$ cat config.mk
export PLATFORM = sky130hd
export DESIGN_NAME = mux4_le
export DESIGN_NICKNAME = d
export VERILOG_FILES = /design/src/rtl/mux4_le_pkg.sv /design/src/rtl/mux4_le_rst_sync.sv /design/src/rtl/mux4_le_cfg_chain.sv /design/src/rtl/mux4_le_datapath.sv /design/src/rtl/mux4_le_out_stage.sv /design/src/rtl/mux4_le.sv
export SDC_FILE = /design/constraint.sdc
export NUM_CORES = 1
export LEC_CHECK = 0
export BUFFER_PORTS_ARGS = -buffer_cell sky130_fd_sc_hd__buf_2
export CAP_MARGIN = 20
export CORE_AREA = 2 2 39 41
export DETAILED_ROUTE_END_ITERATION = 10
export DIE_AREA = 0 0 41 43
export PLACE_DENSITY_LB_ADDON = 0.2
export SLEW_MARGIN = 30
export SYNTH_ARGS = -nofsm -noshare
export SYNTH_HDL_FRONTEND = slang
export SYNTH_SLANG_ARGS = --single-unit
$ cat constraint.sdc
create_clock -name clk -period 4.35 [get_ports clk]
set_input_delay 0.87 -clock clk [delete_from_list [all_inputs] [get_ports clk]]
set_output_delay 0.87 -clock clk [all_outputs]
set_load 0.005 [all_outputs]
$ cat src/rtl/mux4_le_pkg.sv
package mux4_le_pkg;
  typedef enum logic {
    OUT_COMB = 1'b0,
    OUT_REG  = 1'b1
  } out_mode_e;

  function automatic out_mode_e mode_of(input logic b);
    return b ? OUT_REG : OUT_COMB;
  endfunction
endpackage

$ cat src/rtl/mux4_le_rst_sync.sv
module mux4_le_rst_sync #(
  parameter int STAGES = 2
) (
  input  logic clk,
  input  logic rst_n,
  output logic rst_q
);
  logic [STAGES-1:0] sync_q;
  logic [STAGES-1:0] sync_d;

  always_comb begin
    sync_d = {sync_q[STAGES-2:0], 1'b1};
  end

  always_ff @(posedge clk or negedge rst_n) begin
    if (!rst_n) sync_q <= '0;
    else        sync_q <= sync_d;
  end

  assign rst_q = sync_q[STAGES-1];
endmodule

$ cat src/rtl/mux4_le_cfg_chain.sv
module mux4_le_cfg_chain #(
  parameter int CFG_W = 5
) (
  input  logic             clk,
  input  logic             shift_en,
  input  logic             shift_in,
  output logic [CFG_W-1:0] cfg
);
  logic [CFG_W-1:0] cfg_d;

  always_comb begin
    cfg_d = cfg;
    if (shift_en) cfg_d = {cfg[CFG_W-2:0], shift_in};
  end

  always_ff @(posedge clk) begin
    cfg <= cfg_d;
  end
endmodule

$ cat src/rtl/mux4_le_datapath.sv
module mux4_le_datapath #(
  parameter int SEL_W  = 2,
  localparam int N_DAT = 1 << SEL_W
) (
  input  logic [SEL_W-1:0] sel,
  input  logic [N_DAT-1:0] din,
  input  logic [N_DAT-1:0] inv,
  output logic             y
);
  logic [N_DAT-1:0] pol;

  for (genvar i = 0; i < N_DAT; i++) begin : g_pol
    assign pol[i] = din[i] ^ inv[i];
  end

  always_comb begin
    y = pol[sel];
  end
endmodule

$ cat src/rtl/mux4_le_out_stage.sv
module mux4_le_out_stage
  import mux4_le_pkg::*;
(
  input  logic      clk,
  input  logic      rst_q,
  input  out_mode_e mode,
  input  logic      comb_in,
  output logic      q,
  output logic      dout
);
  logic q_d;

  always_comb begin
    q_d = comb_in;
  end

  always_ff @(posedge clk or negedge rst_q) begin
    if (!rst_q) q <= 1'b0;
    else        q <= q_d;
  end

  always_comb begin
    dout = (mode == OUT_REG) ? q : comb_in;
  end
endmodule

$ cat src/rtl/mux4_le.sv
module mux4_le
  import mux4_le_pkg::*;
#(
  parameter int SEL_W      = 2,
  parameter int SYNC_DEPTH = 2
) (
  input  logic             clk,
  input  logic             rst_n,
  input  logic             cfg_en,
  input  logic             cfg_din,
  input  logic [SEL_W-1:0] sel,
  input  logic [3:0]       din,
  output logic             dout
);
  localparam int N_DAT = 1 << SEL_W;
  localparam int CFG_W = N_DAT + 1;

  logic             rst_q;
  logic [CFG_W-1:0] cfg_q;
  logic             mux_c;
  logic             reg_q;

  mux4_le_rst_sync #(.STAGES(SYNC_DEPTH)) u_rst (
    .clk  (clk),
    .rst_n(rst_n),
    .rst_q(rst_q)
  );

  mux4_le_cfg_chain #(.CFG_W(CFG_W)) u_cfg (
    .clk     (clk),
    .shift_en(cfg_en),
    .shift_in(cfg_din),
    .cfg     (cfg_q)
  );

  mux4_le_datapath #(.SEL_W(SEL_W)) u_dp (
    .sel(sel),
    .din(din[N_DAT-1:0]),
    .inv(cfg_q[N_DAT-1:0]),
    .y  (mux_c)
  );

  mux4_le_out_stage u_out (
    .clk    (clk),
    .rst_q  (rst_q),
    .mode   (mode_of(cfg_q[CFG_W-1])),
    .comb_in(mux_c),
    .q      (reg_q),
    .dout   (dout)
  );
endmodule

# Word level (Yosys, flattened, before mapping)

Cells that the tools add are included.

Register bits after elaboration: 8
Memory bits (read-only): 0
Memories: 0
Logic and storage cells: 12
Bits in latches: 0
RAM bits: 0
Bits of input ports: 10

$mul: 0
Shift-type cells: 0
Div/mod/pow operators: 0
Bitwise gates (word level): 4
Add/subtract/negate cells: 0
Mux-type cells: 4
Equal/unequal tests: 0
Reduce and logical (&&, ||, !) cells: 0
Order comparisons: 1

Operator list:

| kind               | count |
|---|---|
| $xor 1x1->1        | 4 |
| $lt 2x3->1 const B | 1 |
| $mux 1             | 3 |
| $bmux 1 s2         | 1 |

# Longest topological paths before layout

Gate-level depths: netlist of run 1.

Depth after elaboration: 4
Depth in mapped cells: 3
Mapped depth without buffers: 3

# Modules after synthesis

A second synthesis of run 1 with hierarchy kept.

Cell total of the unflattened synthesis: 15
Area, all modules: 301.5 µm²

Modules (own cells, without submodules):

| module            | seq. area each (µm²) | cells each | area each (µm²) | times used |
|---|---|---|---|---|
| mux4_le_cfg_chain | 150.1                | 5          | 150.1           | 1 |
| mux4_le_datapath  | 0.0                  | 5          | 57.6            | 1 |
| mux4_le_rst_sync  | 50.0                 | 3          | 53.8            | 1 |
| mux4_le_out_stage | 25.0                 | 2          | 40.0            | 1 |

# Worst setup path before layout of run 1

OpenSTA, ideal clock, no wires.

Kind: input to output
Start point: in din[3]
End point: out dout
Stages: 3
Data arrival time: 1729 ps
Slack: 1751 ps
Buffers on the path: 0
Cells stage by stage: xor2_1 > mux4_2 > mux2_2

Word-level cells in the longest chain between the ends: 4

Ends and longest elaborated chain:

| element                      | line                    | source |
|---|---|---|
| start, declared              | mux4_le.sv:12           | `input logic [3:0] din,` |
| $xor 1x1->1                  | mux4_le_datapath.sv:13  | `assign pol[i] = din[i] ^ inv[i];` |
| $bmux 1 s2                   | mux4_le_datapath.sv:17  | `y = pol[sel];` |
| $mux 1 (not written as such) | mux4_le_datapath.sv:17  |  |
| net mux_c                    | mux4_le.sv:20           | `logic mux_c;` |
| $mux 1                       | mux4_le_out_stage.sv:23 | `dout = (mode == OUT_REG) ? q : comb_in;` |
| end, declared                | mux4_le.sv:13           | `output logic dout` |

The timed path passes the listed nets, and every way through them passes these cells. The select of a mux whose other input is x is not followed.

# Worst setup path in the final report of run 1

Same ends and word-level chain as after synthesis.

==> results of run 1 <==
-- flip-flops by register name, summed over array words and instances, names as in the netlist --
signal / cells
u_cfg.cfg: 5
u_rst.sync_q: 2
u_out.q: 1
-- cell type report --
cell class | count | area [um^2]
clock buffers | 4 | 26.3
repair buffers | 10 | 50.0
well taps | 16 | 20.0
multi-input cells | 7 | 72.6
fillers | 153 | 990
flip-flops and latches | 8 | 225
-- power by group --
part / switching [mW] / internal [mW]
registers: 0.00229 / 0.0872
clock network: 0.0238 / 0.0350
logic: 0.00554 / 0.00930
-- metal layers --
layer | track usage (%) | vias to the layer above | routed length, um
met5 | 0 | - | 0
met4 | 6.00 | 0 | 0
met3 | 4.71 | 0 | 36
met2 | 8.44 | 5 | 230
met1 | 7.07 | 82 | 163
li1 | - | 82 | -
-- how the worst max path moves through the flow --
stage | from | end | slack [ps]
after floorplan | din[3] | dout | 1750
after global placement | din[3] | dout | 1490
after detailed placement | din[3] | dout | 1490
after CTS | din[3] | dout | 1490
after global routing | din[3] | dout | 1470
final | din[3] | dout | 1500
-- kinds of logic after synthesis --
family / count (synthesis) / share of synthesized area, %
flops: 8 / 75.6
xor+xnor: 4 / 11.8
mux: 2 / 11.3
other cells: 1 / 1.26
-- cell usage in the layout (no fill, tap or decap) --
cell type,instances
buf_2,10
clkbuf_1,1
clkbuf_4,3
conb_1,1
dfrtp_1,3
edfxtp_1,5
mux2_2,1
mux4_2,1
xor2_1,4
-- worst max-delay path: stages --
cell and delay [ps]:
buf_2 100, xor2_1 130, mux4_2 480, mux2_2 270, buf_2 120
==> flow_summary.json, run 1 <==
{
  "r2r_cells": 2,
  "path_clk_slew_ps": 50,
  "post-route-min-period_ps": 2850,
  "grt-ovfl-total": 0,
  "cp.required_ps": 3480,
  "hold_violations": 0,
  "yosysWarnings": 0,
  "slew_viol_final": 0,
  "synth-seq-area-share_pct": 75.6,
  "cts_tree": "done",
  "final_util_pct": 28.5,
  "wl_per_cell_um": 9.56,
  "area_growth_pct": 32.4,
  "postCtsSetupBuffers": 0,
  "clock_path_buffers": 2,
  "worstSkewPairLatency_ps": 250,
  "syn_nets": 25,
  "yosys.area.top_type": "edfxtp_1",
  "worstSetupPathType": "in2out",
  "critPathArrivalTime_ps": 1980,
  "synth-edff-count": 5,
  "vias": 169,
  "synth_seq_cells": 8,
  "fp.dieW_um": 41,
  "hp-class": "reg2async",
  "synthArstFlopShare_pct": 37.5,
  "rows": 14,
  "drt_iter0_markers": 1,
  "globalRouteTotalUtil_pct": 6.72,
  "synth_area_um2": 298,
  "layout-drive-gt1-share_pct": 51.7,
  "vias_per_cell": 3.76,
  "critPathLaunchType": "input port",
  "yosysUniqueCellTypes": 6,
  "postRouteAntennaNets": 0,
  "grt_max_degree": 6,
  "numCtsBuffers": 3,
  "setup_tns_ps": 0,
  "antenna_found_initial": 0,
  "place_area_um2": 368,
  "cellPowerDensity_nw_per_um2": 414,
  "yosys-top-cells-area": "edfxtp_1 (50%), dfrtp_1 (25%), xor2_1 (12%), mux4_2 (7.6%), mux2_2 (3.8%)",
  "avgSynthCellArea_um2": 19.9,
  "synth_top_flop_cell": "edfxtp_1",
  "numPortBuffers": 10,
  "reg2reg_to": "u_out.q",
  "instances_no_fill": 45,
  "diodes": 0,
  "grt_first_pass_wirelength_um": 683,
  "synth_top_area_share_pct": 50.4,
  "place_hpwl_um": 379,
  "grt_pass1_vias": 172,
  "cts-root-buf": "clkbuf_4",
  "synthesis.instances": 15,
  "reg2reg_from": "u_cfg.cfg[3]",
  "max-vdd-ir-drop_v": 0.000145,
  "holdBufCountCts": 0,
  "drc_errors": 0,
  "end_kind": "primary output",
  "drv_cap": 0,
  "htree_levels": 1,
  "post-place-ws_ps": 1490,
  "p_leak_nw": 0.169,
  "dp.cells": 41,
  "rsz0062_at_grt": "false",
  "layout.nets": 40,
  "core-area_um2": 1380,
  "fmax_mhz": 351,
  "first_pass_iters": 3,
  "finalSetupViolCount": 0,
  "die_area_um2": 1760,
  "power_uw": 163,
  "synth_most_common_cell": "edfxtp_1",
  "holdWs_ps": 0.450,
  "cts-resized-gates": 0,
  "reg2reg_slack_ps": 3140,
  "clock-sinks": 8,
  "yosys-top-cells-count": "edfxtp_1 (5), xor2_1 (4), dfrtp_1 (3)",
  "ioPinCount": 11,
  "finalClockSkew_ps": 8.16,
  "fin_crit_sh_pct": 65.4,
  "die_y_um": 43,
  "path_max_fanout": 2,
  "gp_congestion": 0.612,
  "outcome": "complete, no violations",
  "start_util_pct": 21.5,
  "stdcell_area_um2": 394,
  "finalWirelength_um": 430,
  "setup_ws_ps": 1500
}
(Power assumes the default switching activity.)
==> run 2: changes to the inputs <==
--- a/config.mk
+++ b/config.mk
@@ -5,6 +5,7 @@
 export SDC_FILE = /design/constraint.sdc
 export NUM_CORES = 1
 export LEC_CHECK = 0
+export ABC_AREA = 1
 export BUFFER_PORTS_ARGS = -buffer_cell sky130_fd_sc_hd__buf_2
 export CAP_MARGIN = 20
 export CORE_AREA = 2 2 39 41
==> constraint.sdc (replaced) <==
create_clock -name clk -period 2.95 [get_ports clk]
set_input_delay 0.59 -clock clk [delete_from_list [all_inputs] [get_ports clk]]
set_output_delay 0.59 -clock clk [all_outputs]
set_load 0.005 [all_outputs]
==> run 2 against run 1 <==
  * First-iteration DRC count increased by 100%
  * Total power up 50%
  * Via count increased by 59%
  * Final cell count is 51% higher
  * Non-clock buffer count did not move
  * Sequential share of layout area shrank 8.2 points
  * Global-route usage grew 1.7 points
  * Area after synthesis is 22% higher
  * Largest power group unchanged
==> flow_summary.json, run 2 <==
{
  "clock_path_buffers": 2,
  "globalRouteTotalUtil_pct": 8.44,
  "ioPinCount": 11,
  "start_util_pct": 26.3,
  "syn_nets": 48,
  "end_kind": "primary output",
  "grt_max_degree": 6,
  "synthArstFlopShare_pct": 37.5,
  "grt_pass1_vias": 237,
  "finalClockSkew_ps": 4.49,
  "max-vdd-ir-drop_v": 0.000277,
  "synth_top_flop_cell": "edfxtp_1",
  "path_max_fanout": 2,
  "synthesis.instances": 38,
  "numCtsBuffers": 3,
  "pwr-share-clk_pct": 35.9,
  "p_leak_nw": 0.246,
  "reg2reg_to": "u_out.q",
  "core-area_um2": 1380,
  "postCtsSetupBuffers": 0,
  "r2r_cells": 5,
  "post-route-min-period_ps": 1780,
  "synthXorXnorAreaFrac_pct": 0,
  "yosys.area.top_type": "edfxtp_1",
  "area_growth_pct": 26.5,
  "htree_levels": 1,
  "reg2reg_slack_ps": 2000,
  "vias_per_cell": 3.94,
  "p_switching_uw": 53.0,
  "cts-resized-gates": 0,
  "synth-seq-area-share_pct": 61.9,
  "cts_tree": "done",
  "fin_crit_sh_pct": 60.4,
  "hp-class": "reg2async",
  "wl_per_cell_um": 8.00,
  "avgSynthCellArea_um2": 9.58,
  "cellPowerDensity_nw_per_um2": 531,
  "largestRegisters": "u_cfg.cfg (5), u_rst.sync_q (2), u_out.q (1)",
  "layout-drive-gt1-share_pct": 32.7,
  "yosysUniqueCellTypes": 9,
  "drt_iter0_markers": 2,
  "p_comb_share_pct": 10.3,
  "fp.dieW_um": 41,
  "outcome": "complete, no violations",
  "slowest_stage": "buf_2",
  "reg2reg_from": "u_cfg.cfg[1]",
  "path_clk_slew_ps": 50,
  "die_area_um2": 1760,
  "slowest_delay_ps": 120,
  "setup_ws_ps": 1170,
  "holdBufCountCts": 0,
  "synthAdderAreaFrac_pct": 0,
  "synth_compound_area_share_pct": 0,
  "internal_power_uw": 192,
  "synthSimpleGateAreaFrac_pct": 25.8,
  "finalSetupViolCount": 0,
  "clock-sinks": 8,
  "layout.nets": 63,
  "cp-startpoint": "din[1]",
  "first_pass_iters": 2,
  "post-place-ws_ps": 1160,
  "finalWirelength_um": 544,
  "hold_violations": 0,
  "synth_seq_cells": 8,
  "diodes": 0,
  "crit_chain": "buf_2 -> inv_1 -> nand2_1 -> nand3_1 -> nand3_2 -> nand3_1 -> nand2_1 -> buf_2",
  "worstSkewPairLatency_ps": 250,
  "synth_top_area_share_pct": 41.2,
  "cp.required_ps": 2360,
  "synth-edff-count": 5,
  "grt_first_pass_wirelength_um": 903,
  "synthMuxAreaShare_pct": 0,
  "swShare_pct": 21.7,
  "worstSetupPathType": "in2out",
  "drv_cap": 0,
  "power_frac_seq_pct": 53.8,
  "critPathArrivalTime_ps": 1190,
  "vias": 268,
  "yosys-top-cells-count": "inv_1 (10), nand2_1 (10), edfxtp_1 (5), nand3_1 (4)",
  "numPortBuffers": 10,
  "largest_register": "u_cfg.cfg",
  "postRouteAntennaNets": 0,
  "rsz0062_at_grt": "false",
  "layout_common_cells": "inv_1 (10), nand2_1 (10), buf_2 (10)",
  "synth_area_um2": 364,
  "die_y_um": 43,
  "cts-root-buf": "clkbuf_4",
  "critPathLaunchType": "input port",
  "rows": 14,
  "yosysWarnings": 0,
  "slew_viol_final": 0,
  "gp_congestion": 0.596,
  "place_hpwl_um": 463,
  "fmax_mhz": 561,
  "largest_register_ffs": 5,
  "drc_errors": 0,
  "antenna_found_initial": 0,
  "synth_top_family_by_area": "simple AND/OR/NAND/NOR gates",
  "yosys-top-cells-area": "edfxtp_1 (41%), dfrtp_1 (21%), inv_1 (10%), nand2_1 (10%), nand3_2 (8.2%)",
  "setup_tns_ps": 0,
  "grt-ovfl-total": 0
}
[run 2: changes by cell type in the layout (fill, tap and decap cells not counted), sizes merged]
cell   change
inv       +11
nand2     +10
nand3      +7
xor2       -4
and2       +1
mux2       -1
mux4       -1
[run 2: kinds of logic (layout without fill, tap and decap cells)]
group	Yosys count	count (layout)
simple gates	18	18
buf+inv	11	25
flops	8	8
other cells	1	1
[run 2: stage by stage]
| step | hold WS [ps] | instance area (um^2) | utilization [%] | total power [mW] | std cells |
|---|---|---|---|---|---|
| after detailed placement | 0.271 | 434 | 31.4 | 0.160 | 64 |
| after CTS | 5.09 | 460 | 33.3 | 0.252 | 68 |
| after floorplan | -5.66 | 364 | - | 0.147 | 38 |
| final | 2.00 | 460 | 33.3 | 0.245 | 68 |
| after global routing | 14.8 | 460 | 33.3 | 0.262 | 68 |
| after global placement | -1.32 | 434 | 31.4 | 0.159 | 64 |
[run 2: power groups by stage]
stage               Combinational [mW]  Clock (mW)  Sequential [mW]
global route                    0.0291       0.100            0.132
finish                          0.0252      0.0878            0.132
global placement                0.0254           0            0.134
CTS                             0.0259      0.0945            0.132
detailed placement              0.0258           0            0.134
floorplan                       0.0139           0            0.133
[run 2: critical path: cells and delay by family]
kind | cells | cell delay (ps)
and+or+nand+nor | 5 | 330
buffers and inverters | 3 | 260
[run 2: how the worst max path moves through the flow]
| stage | endpoint | slack [ps] |
|---|---|---|
| after global placement | dout | 1170 |
| after global routing | dout | 1070 |
| after detailed placement | dout | 1160 |
| final | dout | 1170 |
| after CTS | dout | 1150 |
| after floorplan | dout | 1430 |
[run 2: metal layers]
| layer | vias to the layer above | share of wire (%) | global-route usage, % |
|---|---|---|---|
| met5 | - | 0 | 0 |
| met3 | 0 | 7.9 | 7.85 |
| li1 | 142 | - | - |
| met4 | 0 | 0 | 4.00 |
| met2 | 8 | 49 | 11.6 |
| met1 | 118 | 43 | 8.39 |
[run 2: final cells by class]
class	instances	area, um^2
Inverter	11	41.3
Tap cell	16	20.0
Timing Repair Buffer	10	50.0
Multi-Input combinational cell	19	97.6
Fill cell	145	923
Sequential cell	8	225
Clock buffer	4	26.3
==> run 3: changes to the inputs <==
==> constraint.sdc (replaced) <==
create_clock -name clk -period 1.5 [get_ports clk]
set_input_delay 0.3 -clock clk [delete_from_list [all_inputs] [get_ports clk]]
set_output_delay 0.3 -clock clk [all_outputs]
set_load 0.005 [all_outputs]
==> run 3 against run 2 <==
  * Clock skew increased by 6.8 ps
  * Clock-buffer cell count unchanged
  * First-iteration DRC count decreased by 100%
  * Critical endpoint unchanged
  * Sequential share of layout area shrank 4.1 points
  * Combinational power up 140%
  * Register-to-register slack worse by 1400 ps
  * Sequential power grew 96%
==> flow_summary.json, run 3 (synthesis results as in run 2) <==
{
  "fp.dieW_um": 41,
  "reg2reg_from": "u_cfg.cfg[3]",
  "cp.required_ps": 1200,
  "clock_path_buffers": 2,
  "crit_chain": "inv_1 -> nand2_1 -> nand3_2 -> nand3_2 -> nand3_2 -> nand2_1 -> buf_2",
  "multi_input_comb_area_um2": 113,
  "end_kind": "primary output",
  "grt_pass1_vias": 248,
  "largest_register": "u_cfg.cfg",
  "cellPowerDensity_nw_per_um2": 983,
  "grt_first_pass_wirelength_um": 897,
  "r2r_cells": 5,
  "layout_common_cells": "inv_1 (10), nand2_1 (10), buf_2 (10)",
  "crit_top_cell": "nand3_2",
  "first_pass_iters": 1,
  "ioPinCount": 11,
  "antenna_found_initial": 0,
  "hold_violations": 0,
  "finalClockSkew_ps": 11.3,
  "finalWirelength_um": 573,
  "fin_crit_sh_pct": 96.9,
  "reg2reg_to": "u_out.q",
  "start_util_pct": 26.3,
  "grt_max_degree": 6,
  "rsz0062_at_grt": "true",
  "fmax_mhz": 688,
  "outcome": "complete, no violations",
  "drv_cap": 0,
  "nFillCells": 142,
  "postRouteAntennaNets": 0,
  "layout.nets": 66,
  "place_hpwl_um": 470,
  "die_y_um": 43,
  "path_clk_slew_ps": 60,
  "layout-drive-gt1-share_pct": 38.2,
  "area_growth_pct": 38.1,
  "numPortBuffers": 10,
  "rows": 14,
  "reg2reg_slack_ps": 570,
  "critPathArrivalTime_ps": 1150,
  "largest_register_ffs": 5,
  "die_area_um2": 1760,
  "hp-class": "in2reg",
  "worstSetupPathType": "reg2out",
  "power_uw": 494,
  "wl_per_cell_um": 8.07,
  "numCtsBuffers": 3,
  "gp_congestion": 0.633,
  "slowest_stage": "edfxtp_1",
  "largestRegisters": "u_cfg.cfg (5), u_rst.sync_q (2), u_out.q (1)",
  "p_leak_nw": 0.265,
  "drt_iter0_markers": 0,
  "worstSkewPairLatency_ps": 260,
  "diodes": 0,
  "clock-sinks": 8,
  "cp-startpoint": "u_cfg.cfg[3]",
  "cts_tree": "done",
  "core-area_um2": 1380,
  "max-vdd-ir-drop_v": 0.000531,
  "holdWs_ps": 227,
  "seqCellArea_um2": 225,
  "finalSetupViolCount": 0,
  "vias_per_cell": 3.79,
  "endpoint": "dout",
  "grt-ovfl-total": 0,
  "htree_levels": 1,
  "globalRouteTotalUtil_pct": 8.32,
  "cts-root-buf": "clkbuf_4",
  "post-route-min-period_ps": 1450,
  "slowest_delay_ps": 410,
  "critPathLaunchType": "flip-flop",
  "path_max_fanout": 3,
  "slew_viol_final": 0,
  "vias": 269,
  "drc_errors": 0
}
-- run 3: cell types whose count changed in the layout (fill, tap and decap cells not counted), sizes merged --
cell	before	now
buf	10	11
dlygate4sd3	0	2
-- run 3: what timing repair did --
action | CTS | global route
setup buffers | 1 | 0
endpoints found under the hold margin | 3 | 0
resized for setup | 2 | 1
endpoints found under the setup margin | 1 | 1
hold buffers | 2 | 0
pin swaps | 2 | 3
-- run 3: worst min path at each step --
| stage | endpoint | slack [ps] | from | depth (start not counted) |
|---|---|---|---|---|
| after CTS | u_cfg.cfg[0] | 210 | cfg_din | 1 |
| after global placement | u_out.q | -2 | u_rst.sync_q[1] | 0 |
| final | u_cfg.cfg[0] | 230 | cfg_din | 1 |
| after floorplan | u_out.q | -6 | u_rst.sync_q[1] | 0 |
| after detailed placement | u_out.q | 0.5 | u_rst.sync_q[1] | 0 |
| after global routing | u_cfg.cfg[0] | 210 | cfg_din | 1 |
-- run 3: routing by layer --
layer | routed length, um | part of all wire, % | global-route usage [%]
met5 | 0 | 0 | 0
met4 | 0 | 0 | 2.00
met3 | 54 | 9.4 | 9.42
met2 | 273 | 48 | 11.6
met1 | 246 | 43 | 7.97
-- run 3: through the flow --
step	util [%]	cell area [um^2]	worst slack, ps	setup TNS (ps)	cells
6_report	36.3	503	47.1	0	71
5_1_grt	36.3	503	-49.3	-49.3	71
4_1_cts	36.0	498	-3.14	-3.14	71
3_5_place_dp	31.4	434	282	0	64
3_3_place_gp	31.4	434	286	0	64
2_1_floorplan	-	364	462	0	38
-- run 3: worst max-delay path: cells and delay by family, from the launching register on --
kind | cells | cell delay [ps]
AND/OR/NAND/NOR | 5 | 290
flip-flops | 1 | 410
buffers and inverters | 2 | 180
-- run 3: final cells by class --
cell class	count	share of cell area [%]
repair buffers	13	15.4
well taps	16	3.98
clock buffers	4	5.22
multi-input cells	19	22.4
flip-flops and latches	8	44.8
inverters	11	8.21
-- run 3: report_power, final --
group	internal (mW)	leakage (nW)	total [mW]	switching [mW]
Combinational	0.0303	0.166	0.0600	0.0297
Sequential	0.252	0.0836	0.259	0.00698
Clock	0.102	0.0150	0.176	0.0739
